## src/rtl/pit_pkg.sv

```systemverilog
package pit_pkg;

  typedef enum logic [2:0] {
    MD_TERM    = 3'd0,
    MD_ONESHOT = 3'd1,
    MD_RATE    = 3'd2,
    MD_SQUARE  = 3'd3,
    MD_SWSTB   = 3'd4,
    MD_HWSTB   = 3'd5,
    MD_ALT6    = 3'd6,
    MD_ALT7    = 3'd7
  } mode_t;

  // Codes above 5 fold onto the terminal-count behaviour.
  function automatic mode_t fold_mode(input logic [2:0] m);
    if (m > 3'd5) return MD_TERM;
    return mode_t'(m);
  endfunction

  function automatic logic is_periodic(input mode_t m);
    return (m == MD_RATE) || (m == MD_SQUARE);
  endfunction

endpackage

```

## src/rtl/pit_phase.sv

```systemverilog
module pit_phase
  import pit_pkg::*;
#(
  parameter int EW      = 18,
  parameter int RST_CNT = 65536
) (
  input  logic          clk,
  input  logic          rst,
  input  logic          tick,
  input  logic          ld,
  input  mode_t         ld_mode,
  input  logic [EW-1:0] ld_cnt,
  output mode_t         mode_q,
  output logic [EW-1:0] cnt_q,
  output logic [EW-1:0] el_q,
  output logic          run_q
);

  always_ff @(posedge clk) begin
    if (rst) begin
      mode_q <= MD_SQUARE;
      cnt_q  <= EW'(RST_CNT);
      el_q   <= '0;
      run_q  <= 1'b0;
    end else if (ld) begin
      mode_q <= ld_mode;
      cnt_q  <= ld_cnt;
      el_q   <= '0;
      run_q  <= 1'b0;
    end else if (tick) begin
      run_q <= 1'b1;
      if (is_periodic(mode_q)) begin
        el_q <= (el_q == cnt_q - EW'(1)) ? '0 : el_q + EW'(1);
      end else if (el_q <= cnt_q) begin
        el_q <= el_q + EW'(1);
      end
    end
  end

  AST_PERIODIC_RANGE: assert property (@(posedge clk) disable iff (rst)
    is_periodic(mode_q) |-> (el_q < cnt_q));

  AST_SAT_BOUND: assert property (@(posedge clk) disable iff (rst)
    !is_periodic(mode_q) |-> (el_q <= cnt_q + EW'(1)));

  AST_LOAD_CLEARS: assert property (@(posedge clk) disable iff (rst)
    ld |=> (el_q == '0 && !run_q));

endmodule

```

## src/rtl/pit_decode.sv

```systemverilog
module pit_decode
  import pit_pkg::*;
#(
  parameter int EW = 18,
  parameter int DW = 17
) (
  input  mode_t         mode,
  input  logic [EW-1:0] cnt,
  input  logic [EW-1:0] el,
  input  logic          run,
  output logic          o,
  output logic          nv,
  output logic [DW-1:0] nd
);

  logic [EW-1:0] half;
  logic [EW-1:0] rem;

  always_comb begin
    half = (cnt + EW'(1)) >> 1;
    o    = 1'b0;
    nv   = 1'b0;
    rem  = '0;
    case (mode)
      MD_RATE: begin
        o   = run && (el == '0);
        nv  = !((cnt == EW'(1)) && run);
        rem = o ? EW'(1) : cnt - el;
      end
      MD_SQUARE: begin
        o   = el < half;
        nv  = cnt != EW'(1);
        rem = o ? half - el : cnt - el;
      end
      MD_SWSTB, MD_HWSTB: begin
        o   = el == cnt;
        nv  = el <= cnt;
        rem = o ? EW'(1) : cnt - el;
      end
      MD_ONESHOT: begin
        o   = el < cnt;
        nv  = el < cnt;
        rem = cnt - el;
      end
      default: begin
        o   = el >= cnt;
        nv  = el < cnt;
        rem = cnt - el;
      end
    endcase
    nd = nv ? DW'(rem) : '0;
  end

endmodule

```

## src/rtl/pit_chan.sv

```systemverilog
module pit_chan
  import pit_pkg::*;
#(
  parameter int   CW       = 16,
  parameter logic RST_GATE = 1'b1
) (
  input  logic          clk,
  input  logic          rst,
  input  logic          tick,
  input  logic          ld,
  input  logic [2:0]    ld_mode,
  input  logic [CW-1:0] ld_val,
  input  logic          gate_wr,
  input  logic          gate_d,
  output logic          out,
  output logic          nv,
  output logic [CW:0]   nd,
  output logic          gate_q
);

  localparam int EW      = CW + 2;
  localparam int DW      = CW + 1;
  localparam int FULL    = 1 << CW;

  mode_t         mode_q;
  logic [EW-1:0] cnt_q, el_q, ld_cnt;
  logic          run_q;

  assign ld_cnt = (ld_val == '0) ? EW'(FULL) : EW'(ld_val);

  pit_phase #(.EW(EW), .RST_CNT(FULL)) u_phase (
    .clk(clk), .rst(rst), .tick(tick), .ld(ld),
    .ld_mode(fold_mode(ld_mode)), .ld_cnt(ld_cnt),
    .mode_q(mode_q), .cnt_q(cnt_q), .el_q(el_q), .run_q(run_q)
  );

  pit_decode #(.EW(EW), .DW(DW)) u_dec (
    .mode(mode_q), .cnt(cnt_q), .el(el_q), .run(run_q),
    .o(out), .nv(nv), .nd(nd)
  );

  always_ff @(posedge clk) begin
    if (rst)          gate_q <= RST_GATE;
    else if (gate_wr) gate_q <= gate_d;
  end

  AST_EDGE_PREDICTED: assert property (@(posedge clk) disable iff (rst)
    (nv && nd == DW'(1) && tick && !ld) |=> (out != $past(out)));

  AST_QUIET_WHEN_DONE: assert property (@(posedge clk) disable iff (rst)
    (!nv && tick && !ld) |=> $stable(out));

  AST_GATE_HOLD: assert property (@(posedge clk) disable iff (rst)
    !gate_wr |=> $stable(gate_q));

endmodule

```

## src/rtl/pit_timer.sv

```systemverilog
module pit_timer #(
  parameter int             NCH       = 3,
  parameter int             CW        = 16,
  parameter logic [NCH-1:0] RST_GATES = NCH'(3'b011)
) (
  input  logic                clk,
  input  logic                rst,
  input  logic                tick_en,
  input  logic [NCH-1:0]      ld_en,
  input  logic [3*NCH-1:0]    ld_mode,
  input  logic [CW*NCH-1:0]   ld_count,
  input  logic [NCH-1:0]      gate_wr,
  input  logic [NCH-1:0]      gate_val,
  output logic [NCH-1:0]      ch_out,
  output logic [NCH-1:0]      nxt_valid,
  output logic [(CW+1)*NCH-1:0] nxt_delay,
  output logic [NCH-1:0]      gate_q
);

  localparam int DW = CW + 1;

  for (genvar c = 0; c < NCH; c++) begin : g_ch
    pit_chan #(.CW(CW), .RST_GATE(RST_GATES[c])) u_chan (
      .clk(clk), .rst(rst), .tick(tick_en), .ld(ld_en[c]),
      .ld_mode(ld_mode[3*c +: 3]), .ld_val(ld_count[CW*c +: CW]),
      .gate_wr(gate_wr[c]), .gate_d(gate_val[c]),
      .out(ch_out[c]), .nv(nxt_valid[c]), .nd(nxt_delay[DW*c +: DW]),
      .gate_q(gate_q[c])
    );
  end

endmodule

```

## config.mk

```make
export PLATFORM = sky130hd
export DESIGN_NAME = pit_timer
export DESIGN_NICKNAME = d
export VERILOG_FILES = /design/src/rtl/pit_pkg.sv /design/src/rtl/pit_phase.sv /design/src/rtl/pit_decode.sv /design/src/rtl/pit_chan.sv /design/src/rtl/pit_timer.sv
export SDC_FILE = /design/constraint.sdc
export NUM_CORES = 1
export LEC_CHECK = 0
export BUFFER_PORTS_ARGS = -buffer_cell sky130_fd_sc_hd__buf_2
export CORE_MARGIN = 1.5
export CORE_UTILIZATION = 27
export CTS_BUF_LIST = sky130_fd_sc_hd__clkbuf_4 sky130_fd_sc_hd__clkbuf_8
export DETAILED_ROUTE_END_ITERATION = 6
export GPL_TIMING_DRIVEN = 0
export PLACE_DENSITY = 0.4
export SETUP_SLACK_MARGIN = 0.3
export SYNTH_ARGS = -nofsm -noshare
export SYNTH_HDL_FRONTEND = slang
export SYNTH_SLANG_ARGS = --single-unit
```

## constraint.sdc

```tcl
create_clock -name clk -period 7.49 [get_ports clk]
set_input_delay 1.1235 -clock clk [delete_from_list [all_inputs] [get_ports clk]]
set_output_delay 1.1235 -clock clk [all_outputs]
set_load 0.02 [all_outputs]
```

==> results of run 1 <==
-- power by group through the flow --
stage          registers (W)  clock network (W)  logic [W]
6_report            0.000696           0.000713    0.00112
5_1_grt             0.000700           0.000760    0.00123
4_1_cts             0.000696           0.000737    0.00112
3_5_place_dp        0.000711                  0    0.00111
3_3_place_gp        0.000711                  0    0.00110
2_1_floorplan       0.000696                  0   0.000782
-- worst register-to-register path, cell delays in order, from the launching register on --
cell and delay [ns]:
dfxtp_1 0.56, inv_1 0.21, ha_1 0.32, buf_2 0.20
nand4_1 0.18, nor3_1 0.61, nand2_1 0.26, nand2_1 0.13
o21ai_1 0.08, a41oi_1 0.79, clkbuf_1 0.51, nand2_1 0.15
xnor2_1 0.16, nor2_1 0.05
-- kinds of logic after synthesis --
kind of cell	after synthesis	share of synthesized area
AOI/OAI and AO/OA	494	0.211
adders and majority gates	219	0.181
muxes	23	0.0150
buffers and inverters	272	0.0716
and+or+nand+nor	754	0.245
xor gates and xnor gates	213	0.121
DFF	120	0.156
-- stage by stage --
stage                     total power [W]  hold WS [ns]  cells
final                             0.00253         0.486   3017
after global routing              0.00269         0.525   3017
after CTS                         0.00255         0.494   3012
after detailed placement          0.00182         0.471   2980
after global placement            0.00182         0.457   2978
after floorplan                   0.00148         0.443   2095
-- routing by layer --
metal	up-vias	track usage
met4	0	0.0535
met3	54	0.0235
li1	7755	-
met5	-	0
met2	362	0.331
met1	7520	0.286
-- how the worst max path moves through the flow --
stage                     to  slack (ns)  cells after the start
2_1_floorplan  nxt_delay[34]        2.32                     17
3_3_place_gp   nxt_delay[34]        0.25                     18
3_5_place_dp   nxt_delay[11]        0.58                     16
4_1_cts         nxt_delay[9]        0.37                     17
5_1_grt        nxt_delay[45]        0.32                     19
6_report        nxt_delay[0]        0.71                     16
-- cell usage in the layout (no fill, tap or decap), drive strengths merged, types with 13 or more instances in the layout --
cell type / Yosys / layout
buf: 27 / 161
clkbuf: 57 / 77
inv: 188 / 188
xor2: 42 / 42
ha: 213 / 213
a22o: 15 / 15
o21ai: 113 / 113
a22oi: 21 / 21
mux2i: 22 / 22
nor3: 82 / 82
nand2: 142 / 142
nor2b: 32 / 32
nand4: 52 / 52
nor4: 51 / 51
or3: 19 / 19
nand2b: 18 / 18
nor2: 206 / 206
nand3: 79 / 79
o21a: 27 / 27
a21oi: 126 / 126
and3: 23 / 23
o211ai: 13 / 13
xnor2: 171 / 171
a31oi: 18 / 18
a21o: 39 / 39
dfxtp: 120 / 120
-- synthesized netlist by cell type (6+ instances only) --
cell | number | share of area
dfxtp_1 | 120 | 0.16
o211ai_1 | 13 | 0.0063
a22oi_1 | 21 | 0.010
a21o_1 | 39 | 0.019
or4_1 | 7 | 0.0034
nand2_1 | 142 | 0.035
nor2_1 | 204 | 0.050
mux2i_1 | 22 | 0.014
a21oi_1 | 126 | 0.041
o31ai_1 | 12 | 0.0058
a31oi_1 | 18 | 0.0073
xor2_1 | 42 | 0.024
or3_1 | 18 | 0.0073
clkbuf_1 | 56 | 0.014
nand4_1 | 52 | 0.021
inv_1 | 188 | 0.046
buf_4 | 12 | 0.0058
a211oi_1 | 12 | 0.0058
a211o_1 | 8 | 0.0045
nor4_1 | 50 | 0.020
nor3_1 | 80 | 0.026
a22o_1 | 15 | 0.0085
xnor2_1 | 171 | 0.097
a2111oi_0 | 7 | 0.0040
o21bai_1 | 12 | 0.0058
nand2b_1 | 18 | 0.0073
o21a_1 | 27 | 0.013
o21ai_0 | 109 | 0.035
and4_1 | 10 | 0.0057
ha_1 | 213 | 0.17
a221oi_1 | 6 | 0.0034
and3_1 | 23 | 0.0093
fa_1 | 6 | 0.0078
nor2b_1 | 32 | 0.013
nand3_1 | 79 | 0.026
buf_2 | 11 | 0.0036
o221ai_1 | 8 | 0.0045
-- flip-flops by register name, indices dropped and copies added (netlist names) --
signal and flops:
g_ch.u_chan.gate_q 3, g_ch.u_chan.u_phase.run_q 3, g_ch.u_chan.u_phase.mode_q 9, g_ch.u_chan.u_phase.el_q 54, g_ch.u_chan.u_phase.cnt_q 51
-- final cells by class --
type | count | area [um^2] | share of cell area
Timing Repair Buffer | 134 | 689 | 0.0393
Multi-Input combinational cell | 1703 | 12000 | 0.682
Inverter | 188 | 706 | 0.0402
Clock buffer | 20 | 269 | 0.0153
Sequential cell | 120 | 2400 | 0.137
Clock inverter | 12 | 174 | 0.00991
Tap cell | 756 | 946 | 0.0539
Buffer | 84 | 402 | 0.0229
-- repair_timing --
item / CTS / global route
hold buffers: 0 / 0
resized for setup: 5 / 7
setup buffers: 0 / 5
setup endpoints to repair: 16 / 20
pin swaps: 0 / 2
==> flow_summary.ini, run 1 <==
[die]
die_area_um2 = 58600
io_pins = 129
start_util = 0.273
placementRows = 87
coreArea_um2 = 56400
chipWidth_um = 242
fp.dieH_um = 242

[clock_network]
clock_latency_ns = 0.53
htree_levels = 4
clk_pin_slew_ns = 0.07
tritoncts = done
numCtsBuffers = 17
clockBufferDepth = 2
clock_sinks = 120
clock-root-buffer = clkbuf_8

[flow_run]
cap_violations = 0

[critical_path]
crit_start = g_ch[0].u_chan.u_phase.cnt_q[1]$_SDFFE_PP0P_
regToRegSetupSlack_ns = 3.18
path_max_fanout = 10
required_ns = 6.37
r2r-end = g_ch[2].u_chan.u_phase.el_q[12]$_SDFFE_PP0P_
path_cells = ha_1 > nand3_1 > nor3_2 > inv_1 > nor3_1 > xnor2_1 > ha_1 > a211o_1 > a2111oi_0 > o211ai_1 > o32ai_2 > a21oi_1 > o22a_1 > clkbuf_2 > a221oi_1 > buf_2
slowest_stage = dfxtp_1
cp_data_arrival_time_ns = 5.65
path_delay_family = compound AO/OA/AOI/OAI gates
critPathBufInv = 3
crit_type = reg -> out
critPathMostFrequentCell = ha_1
worstReg2RegStart = g_ch[2].u_chan.u_phase.el_q[13]$_SDFFE_PP0P_
cp-start-kind = flip-flop
rr_worst_depth = 13
worst_path_largest_cell_delay_ns = 0.57
worstSetupEndpointType = output pin

[yosys]
synth-seq-cells = 120
synth_flop_cell = dfxtp_1
synthArstFlopShare = 0
yosys_warnings = 0
synth_edf_count = 0
synth_cell_type_count = 83
synthCells = 2095
syn_avg_cell_area_um2 = 7.36
syn_area_um2 = 15400
ys_seq_area_frac = 0.156
synth_nets = 2383

[final_layout]
drive_gt1_frac = 0.0995
diodes = 0
design_area_um2 = 17600
final_util = 0.311
fillers = 6309
syn_to_final_growth_pct = 13.8
nets = 2536

[detailed_routing]
met1Wirelength_um = 29800
ant_nets = 0
route.met2.wl_um = 27900
via_count = 15691
drcViolationCount = 0
dr.first_iter.drc_count = 955
first_pass_iters = 5
topRoutingLayerUsed = met4
wirelength_um = 60900
wl_met3_um = 2260
avgRoutedWirePerCell_um = 20.2
vias_per_cell = 5.20

[place]
gp_congestion = 0.909
dpl_worst_slack_ns = 0.583
io_buffers = 127
dpl-instance-area_um2 = 17000
dpl.hpwl_um = 49800

[min_path]
min_from = g_ch[0].u_chan.gate_q$_SDFFE_PP1P_
hold_end = g_ch[0].u_chan.gate_q$_SDFFE_PP1P_
hold_path_class = reg -> reg
min_path_cells = 2

[timing]
max_slew_margin = 0.213
setup_viol = 0
period_minus_slack_ns = 6.78
layout_setup_ws_ns = 0.712
final_max_slew_viol_count = 0
finalCritPeriodShare = 0.905
hold_violations = 0
fin_skew_ns = 0.0242
grt_setup_unrepaired = no
fmax_mhz = 148
worst_pin_slew_ns = 1.15
totalNegativeSetupSlack_ns = 0

[global_routing]
antenna_found_initial = 0
grtUsageTotal = 0.204
grt_pass1_vias = 15046
overflow = 0
grt_max_degree = 17
grt_pass1_wl_um = 92700

[power]
netSwitchingFraction = 0.418
pwr-share-comb = 0.442
p_int_w = 0.00147
p_clk_frac = 0.282
switching_power_w = 0.00106
p_leak_nw = 7.17
p_seq_frac = 0.276
powerDensity_nw_per_um2 = 144
ir_worst_vdd_mv = 0.124

[run_status]
outcome = finished, final reports clean
Power figures use the tool's default switching activity.
==> run 2: changes to the inputs <==
--- a/config.mk
+++ b/config.mk
@@ -6,6 +6,7 @@
 export NUM_CORES = 1
 export LEC_CHECK = 0
 export BUFFER_PORTS_ARGS = -buffer_cell sky130_fd_sc_hd__buf_2
+export CORE_ASPECT_RATIO = 0.6
 export CORE_MARGIN = 1.5
 export CORE_UTILIZATION = 27
 export CTS_BUF_LIST = sky130_fd_sc_hd__clkbuf_4 sky130_fd_sc_hd__clkbuf_8
==> run 2 against run 1 <==
Clock power decreased by 4.3%; first-iteration DRC count increased by 58%; global-route usage is 0.74 points higher; clock skew down 0.010 ns; utilization up 0.050 points; largest cell class unchanged.
==> flow_summary.ini, run 2 (synthesis gave the netlist of run 1 again) <==
[detailed_routing]
first_pass_iters = 6
dr.first_iter.drc_count = 1508
ant_nets = 0
drcViolationCount = 0
topRoutingLayerUsed = met4
wl_met3_um = 4190
avgRoutedWirePerCell_um = 20.8
wirelength_um = 62600
route.met2.wl_um = 23300
met1Wirelength_um = 34700
via_count = 15930
vias_per_cell = 5.29

[power]
p_leak_nw = 7.15
switching_power_w = 0.00107
powerDensity_nw_per_um2 = 144
pwr-share-comb = 0.450
p_int_w = 0.00145
ir_worst_vdd_mv = 0.118
p_seq_frac = 0.279
p_clk_frac = 0.271
netSwitchingFraction = 0.425

[clock_network]
clockBufferDepth = 2
htree_levels = 4
numCtsBuffers = 17
tritoncts = done
clock_sinks = 120
clk_pin_slew_ns = 0.08
clock_latency_ns = 0.49
clock-root-buffer = clkbuf_8

[critical_path]
worstSetupEndpointType = output pin
worst_path_largest_cell_delay_ns = 0.63
crit_type = reg -> out
regToRegSetupSlack_ns = 2.89
worstReg2RegStart = g_ch[2].u_chan.u_phase.el_q[14]$_SDFFE_PP0P_
path_cells = clkbuf_1 > inv_1 > nor3_1 > and3_1 > nand3_1 > nor3_1 > xnor2_1 > ha_1 > clkbuf_1 > nand4_1 > a211o_1 > and3_1 > clkbuf_1 > nor2_1 > or4b_1 > o211ai_1 > buf_2
critPathMostFrequentCell = clkbuf_1
path_delay_family = simple AND/OR/NAND/NOR gates
cp_data_arrival_time_ns = 5.71
cp-start-kind = flip-flop
critPathBufInv = 5
rr_worst_depth = 10
slowest_stage = nor2_1
required_ns = 6.37
r2r-end = g_ch[2].u_chan.u_phase.el_q[12]$_SDFFE_PP0P_
path_max_fanout = 8

[final_layout]
largest_reg_flops = 54
drive_gt1_frac = 0.0971
syn_to_final_growth_pct = 13.4
nets = 2530
diodes = 0
final_common_cell = ha_1
final_util = 0.312
reg.largest.list = g_ch.u_chan.u_phase.el_q: 54 flops, g_ch.u_chan.u_phase.cnt_q: 51 flops, g_ch.u_chan.u_phase.mode_q: 9 flops
top_register = g_ch.u_chan.u_phase.el_q
mostFrequentLayoutCells = 213 x ha_1, 204 x nor2_1, 188 x inv_1, 171 x xnor2_1, 142 x nand2_1

[min_path]
min_path_cells = 2
hold_end = g_ch[0].u_chan.gate_q$_SDFFE_PP1P_
hold_path_class = reg -> reg
min_from = g_ch[0].u_chan.gate_q$_SDFFE_PP1P_

[global_routing]
grt_max_degree = 17
overflow = 0
grt_pass1_wl_um = 95200
grt_pass1_vias = 15106
grtUsageTotal = 0.212
antenna_found_initial = 1

[timing]
fmax_mhz = 146
finalCritPeriodShare = 0.912
fin_skew_ns = 0.0139
period_minus_slack_ns = 6.83
max_slew_margin = 0.168
worst_pin_slew_ns = 1.23
layout_setup_ws_ns = 0.660
totalNegativeSetupSlack_ns = 0
setup_viol = 0
grt_setup_unrepaired = no
hold_violations = 0
final_max_slew_viol_count = 0

[die]
fp.dieH_um = 188
chipWidth_um = 312
io_pins = 129
die_area_um2 = 58600
start_util = 0.275
coreArea_um2 = 56100
placementRows = 67

[place]
dpl.hpwl_um = 52100
dpl_worst_slack_ns = 0.361
io_buffers = 127
gp_congestion = 0.886

[run_status]
outcome = finished, final reports clean

[flow_run]
cap_violations = 0
==> run 2: changes by cell type in the layout (fill, tap and decap cells not counted), moves of 2 or more <==
cell and change:
clkbuf_4 +2, inv_6 +2, buf_4 -5, clkinvlp_4 -3
==> run 2: worst max-delay path by stage <==
stage | startpoint | endpoint | slack (ns) | cells past startpoint
floorplan | g_ch[2].u_chan.u_phase.cnt_q[2]$_SDFFE_PP0P_ | nxt_delay[34] | 2.32 | 17
global placement | g_ch[2].u_chan.u_phase.cnt_q[2]$_SDFFE_PP0P_ | nxt_delay[34] | 0.37 | 18
detailed placement | g_ch[2].u_chan.u_phase.cnt_q[2]$_SDFFE_PP0P_ | nxt_delay[34] | 0.36 | 18
CTS | g_ch[0].u_chan.u_phase.cnt_q[1]$_SDFFE_PP0P_ | nxt_delay[3] | 0.40 | 17
global route | g_ch[0].u_chan.u_phase.cnt_q[2]$_SDFFE_PP0P_ | nxt_delay[3] | 0.27 | 18
finish | g_ch[1].u_chan.u_phase.cnt_q[7]$_SDFFE_PP0P_ | nxt_delay[32] | 0.66 | 17
==> run 2: power by group through the flow <==
stage / Combinational [W] / Clock, W / Sequential [W]
3_3_place_gp: 0.00111 / 0 / 0.000716
6_report: 0.00113 / 0.000682 / 0.000702
4_1_cts: 0.00112 / 0.000696 / 0.000701
2_1_floorplan: 0.000782 / 0 / 0.000696
3_5_place_dp: 0.00111 / 0 / 0.000715
5_1_grt: 0.00124 / 0.000723 / 0.000706
==> run 2: area by class of cell <==
cell class	count	area [um^2]
Tap cell	759	950
Clock buffer	22	284
Timing Repair Buffer	128	641
Sequential cell	120	2400
Fill cell	6121	38600
Buffer	84	402
Multi-Input combinational cell	1703	12000
Inverter	188	706
Clock inverter	10	143
==> run 2: timing repair <==
item / 4_1_cts / 5_1_grt
setup endpoints to repair: 17 / 31
resized for setup: 3 / 11
hold endpoints to repair: 0 / 0
hold buffers: 0 / 0
buffers inserted: 0 / 0
==> run 2: stage by stage <==
step                area [um^2]  hold slack, ns  std cells  total power (W)
floorplan                 15400           0.443       2095          0.00148
global placement          17000           0.463       2981          0.00183
detailed placement        17000           0.458       2982          0.00183
CTS                       17400           0.481       3014          0.00251
global route              17500           0.505       3014          0.00267
finish                    17500           0.478       3014          0.00251
==> run 2: tightest hold or removal path, delay by kind of cell (launching register included) <==
| family | cells | cell delay (ns) |
|---|---|---|
| multiplexers | 1 | 0.06 |
| AND/OR/NAND/NOR | 1 | 0.05 |
| flip-flops | 1 | 0.34 |
==> run 2: routing by layer <==
metal | vias up | GRT usage
li1 | 7751 | -
met1 | 7659 | 0.349
met2 | 496 | 0.278
met3 | 24 | 0.0380
met4 | 0 | 0.0289
met5 | - | 0
==> run 3: changes to the inputs <==
--- a/config.mk
+++ b/config.mk
@@ -5,14 +5,14 @@
 export SDC_FILE = /design/constraint.sdc
 export NUM_CORES = 1
 export LEC_CHECK = 0
-export BUFFER_PORTS_ARGS = -buffer_cell sky130_fd_sc_hd__buf_2
 export CORE_ASPECT_RATIO = 0.6
 export CORE_MARGIN = 1.5
 export CORE_UTILIZATION = 27
 export CTS_BUF_LIST = sky130_fd_sc_hd__clkbuf_4 sky130_fd_sc_hd__clkbuf_8
 export DETAILED_ROUTE_END_ITERATION = 6
+export DONT_BUFFER_PORTS = 1
 export GPL_TIMING_DRIVEN = 0
-export PLACE_DENSITY = 0.4
+export PLACE_DENSITY = 0.38
 export SETUP_SLACK_MARGIN = 0.3
 export SYNTH_ARGS = -nofsm -noshare
 export SYNTH_HDL_FRONTEND = slang
==> run 3 against run 2 <==
Final area down 3.4%; sequential power about the same; combinational power down 7%; clock-buffer cell count down 3; global-route usage up 0.50 points; clock skew up 0.0081 ns; non-clock buffer count down 124; critical path type unchanged; largest power group unchanged.
==> flow_summary.ini, run 3 (synthesis gave the netlist of run 1 again) <==
[run_status]
outcome = finished, final reports clean

[die]
placementRows = 67
die_area_um2 = 58600
start_util = 0.275
io_pins = 129
coreArea_um2 = 56100
chipWidth_um = 312
fp.dieH_um = 188

[power]
ir_worst_vdd_mv = 0.100
p_int_w = 0.00138
power.total_w = 0.00243
netSwitchingFraction = 0.433
p_seq_frac = 0.289
p_leak_nw = 6.64
switching_power_w = 0.00105
p_clk_frac = 0.277
powerDensity_nw_per_um2 = 144
pwr-share-comb = 0.434

[detailed_routing]
via_count = 15498
avgRoutedWirePerCell_um = 22.4
first_pass_iters = 5
ant_nets = 0
drcViolationCount = 0
vias_per_cell = 5.36
wirelength_um = 64700
dr.first_iter.drc_count = 1472

[timing]
fmax_mhz = 146
worst_pin_slew_ns = 1.32
totalNegativeSetupSlack_ns = 0
setup_viol = 0
fin_skew_ns = 0.0220
hold_violations = 0
layout_setup_ws_ns = 0.650
max_slew_margin = 0.0972
finalCritPeriodShare = 0.913
final_max_slew_viol_count = 0
grt_setup_unrepaired = no
period_minus_slack_ns = 6.84

[critical_path]
path_max_fanout = 10
cp_data_arrival_time_ns = 5.72
regToRegSetupSlack_ns = 2.55
rr_worst_depth = 12
crit_type = reg -> out
required_ns = 6.37
cp-start-kind = flip-flop
r2r-end = g_ch[2].u_chan.u_phase.el_q[12]$_SDFFE_PP0P_
worstSetupEndpointType = output pin
worstReg2RegStart = g_ch[2].u_chan.u_phase.el_q[11]$_SDFFE_PP0P_

[clock_network]
clockBufferDepth = 2
htree_levels = 4
clock_latency_ns = 0.47
tritoncts = done
clock-root-buffer = clkbuf_8
ctsHoldBuffers = 0
clock_sinks = 120
clk_pin_slew_ns = 0.10
numCtsBuffers = 17

[final_layout]
nets = 2406
drive_gt1_frac = 0.0455
design_area_um2 = 16900
fillers = 6156
largest_reg_flops = 54
mostFrequentLayoutCells = 213 x ha_1, 204 x nor2_1, 188 x inv_1, 171 x xnor2_1, 142 x nand2_1
top_register = g_ch.u_chan.u_phase.el_q
final_common_cell = ha_1
diodes = 0
reg.largest.list = g_ch.u_chan.u_phase.el_q: 54 flops, g_ch.u_chan.u_phase.cnt_q: 51 flops, g_ch.u_chan.u_phase.mode_q: 9 flops
syn_to_final_growth_pct = 9.52

[global_routing]
grt_max_degree = 17
grt_pass1_wl_um = 95800
grtUsageTotal = 0.217
overflow = 0
grt_pass1_vias = 14609
antenna_found_initial = 1

[place]
dpl-instance-area_um2 = 16400
gp_congestion = 0.885
dpl_worst_slack_ns = -0.185
dpl.hpwl_um = 53900
io_buffers = 0

[flow_run]
cap_violations = 0

[min_path]
hold_end = g_ch[1].u_chan.gate_q$_SDFFE_PP1P_
min_path_cells = 2
hold_path_class = reg -> reg
min_from = g_ch[1].u_chan.gate_q$_SDFFE_PP1P_
## run 3: changes by cell type in the layout (fill, tap and decap cells not counted), moves of 2 or more
cell        before  now
clkinv_4         2    4
buf_4           12   16
clkbuf_4         3    1
clkinvlp_4       1    3
buf_2          139   11
a221oi_1         6    4
## run 3: metal layers
layer,wire [um],track usage,vias to the layer above
met4,629,0.0325,2
met5,9,0,-
met1,36500,0.363,7492
met2,22800,0.268,493
met3,4740,0.0480,27
li1,-,-,7484
## run 3: stage by stage
step | utilization | std cells | hold slack, ns
2_1_floorplan | - | 2095 | 0.443
3_3_place_gp | 0.292 | 2854 | 0.458
3_5_place_dp | 0.292 | 2855 | 0.465
4_1_cts | 0.300 | 2887 | 0.489
5_1_grt | 0.301 | 2890 | 0.517
6_report | 0.301 | 2890 | 0.485
## run 3: how the worst max path moves through the flow
stage	end	slack [ns]	depth (start not counted)	startpoint
2_1_floorplan	nxt_delay[34]	2.32	17	g_ch[2].u_chan.u_phase.cnt_q[2]$_SDFFE_PP0P_
4_1_cts	nxt_delay[34]	0.23	17	g_ch[2].u_chan.u_phase.cnt_q[2]$_SDFFE_PP0P_
5_1_grt	nxt_delay[32]	0.32	16	g_ch[1].u_chan.u_phase.cnt_q[7]$_SDFFE_PP0P_
3_3_place_gp	nxt_delay[34]	-0.27	17	g_ch[2].u_chan.u_phase.cnt_q[2]$_SDFFE_PP0P_
6_report	nxt_delay[35]	0.65	16	g_ch[2].u_chan.u_phase.cnt_q[2]$_SDFFE_PP0P_
3_5_place_dp	nxt_delay[34]	-0.19	17	g_ch[2].u_chan.u_phase.cnt_q[2]$_SDFFE_PP0P_
## run 3: cell type report
type	instances	area [um^2]	share of cell area
plain buffers	84	403	0.0239
clock buffers	19	255	0.0151
clock inverters	13	170	0.0101
inverters	188	706	0.0418
multi-input cells	1703	12000	0.709
flip-flops and latches	120	2400	0.142
well taps	759	950	0.0562
repair buffers	4	30.0	0.00178
## run 3: worst max-delay path, cell delays in order (launching register included)
cell and delay [ns]:
dfxtp_1 0.42, clkbuf_1 0.46, nand3_1 0.18, nor2_1 0.31, nand4_1 0.46, nor2_1 0.28, xnor2_1 0.12, ha_1 0.28
clkbuf_1 0.30, nand4_1 0.25, nor4_1 0.46, a21o_1 0.34, nor3_4 0.09, nor2_1 0.38, clkbuf_2 0.40, a21oi_1 0.17
nor2_1 0.33
## run 3: power by group through the flow
stage / logic (W) / clock network, W / registers [W]
6_report: 0.00105 / 0.000672 / 0.000703
5_1_grt: 0.00116 / 0.000719 / 0.000705
4_1_cts: 0.00104 / 0.000690 / 0.000701
3_5_place_dp: 0.00103 / 0 / 0.000715
3_3_place_gp: 0.00102 / 0 / 0.000716
2_1_floorplan: 0.000782 / 0 / 0.000696
## run 3: timing repair
item	4_1_cts	5_1_grt
setup buffers	0	3
pin swaps	0	1
setup endpoints to repair	27	29
resized for setup	4	14
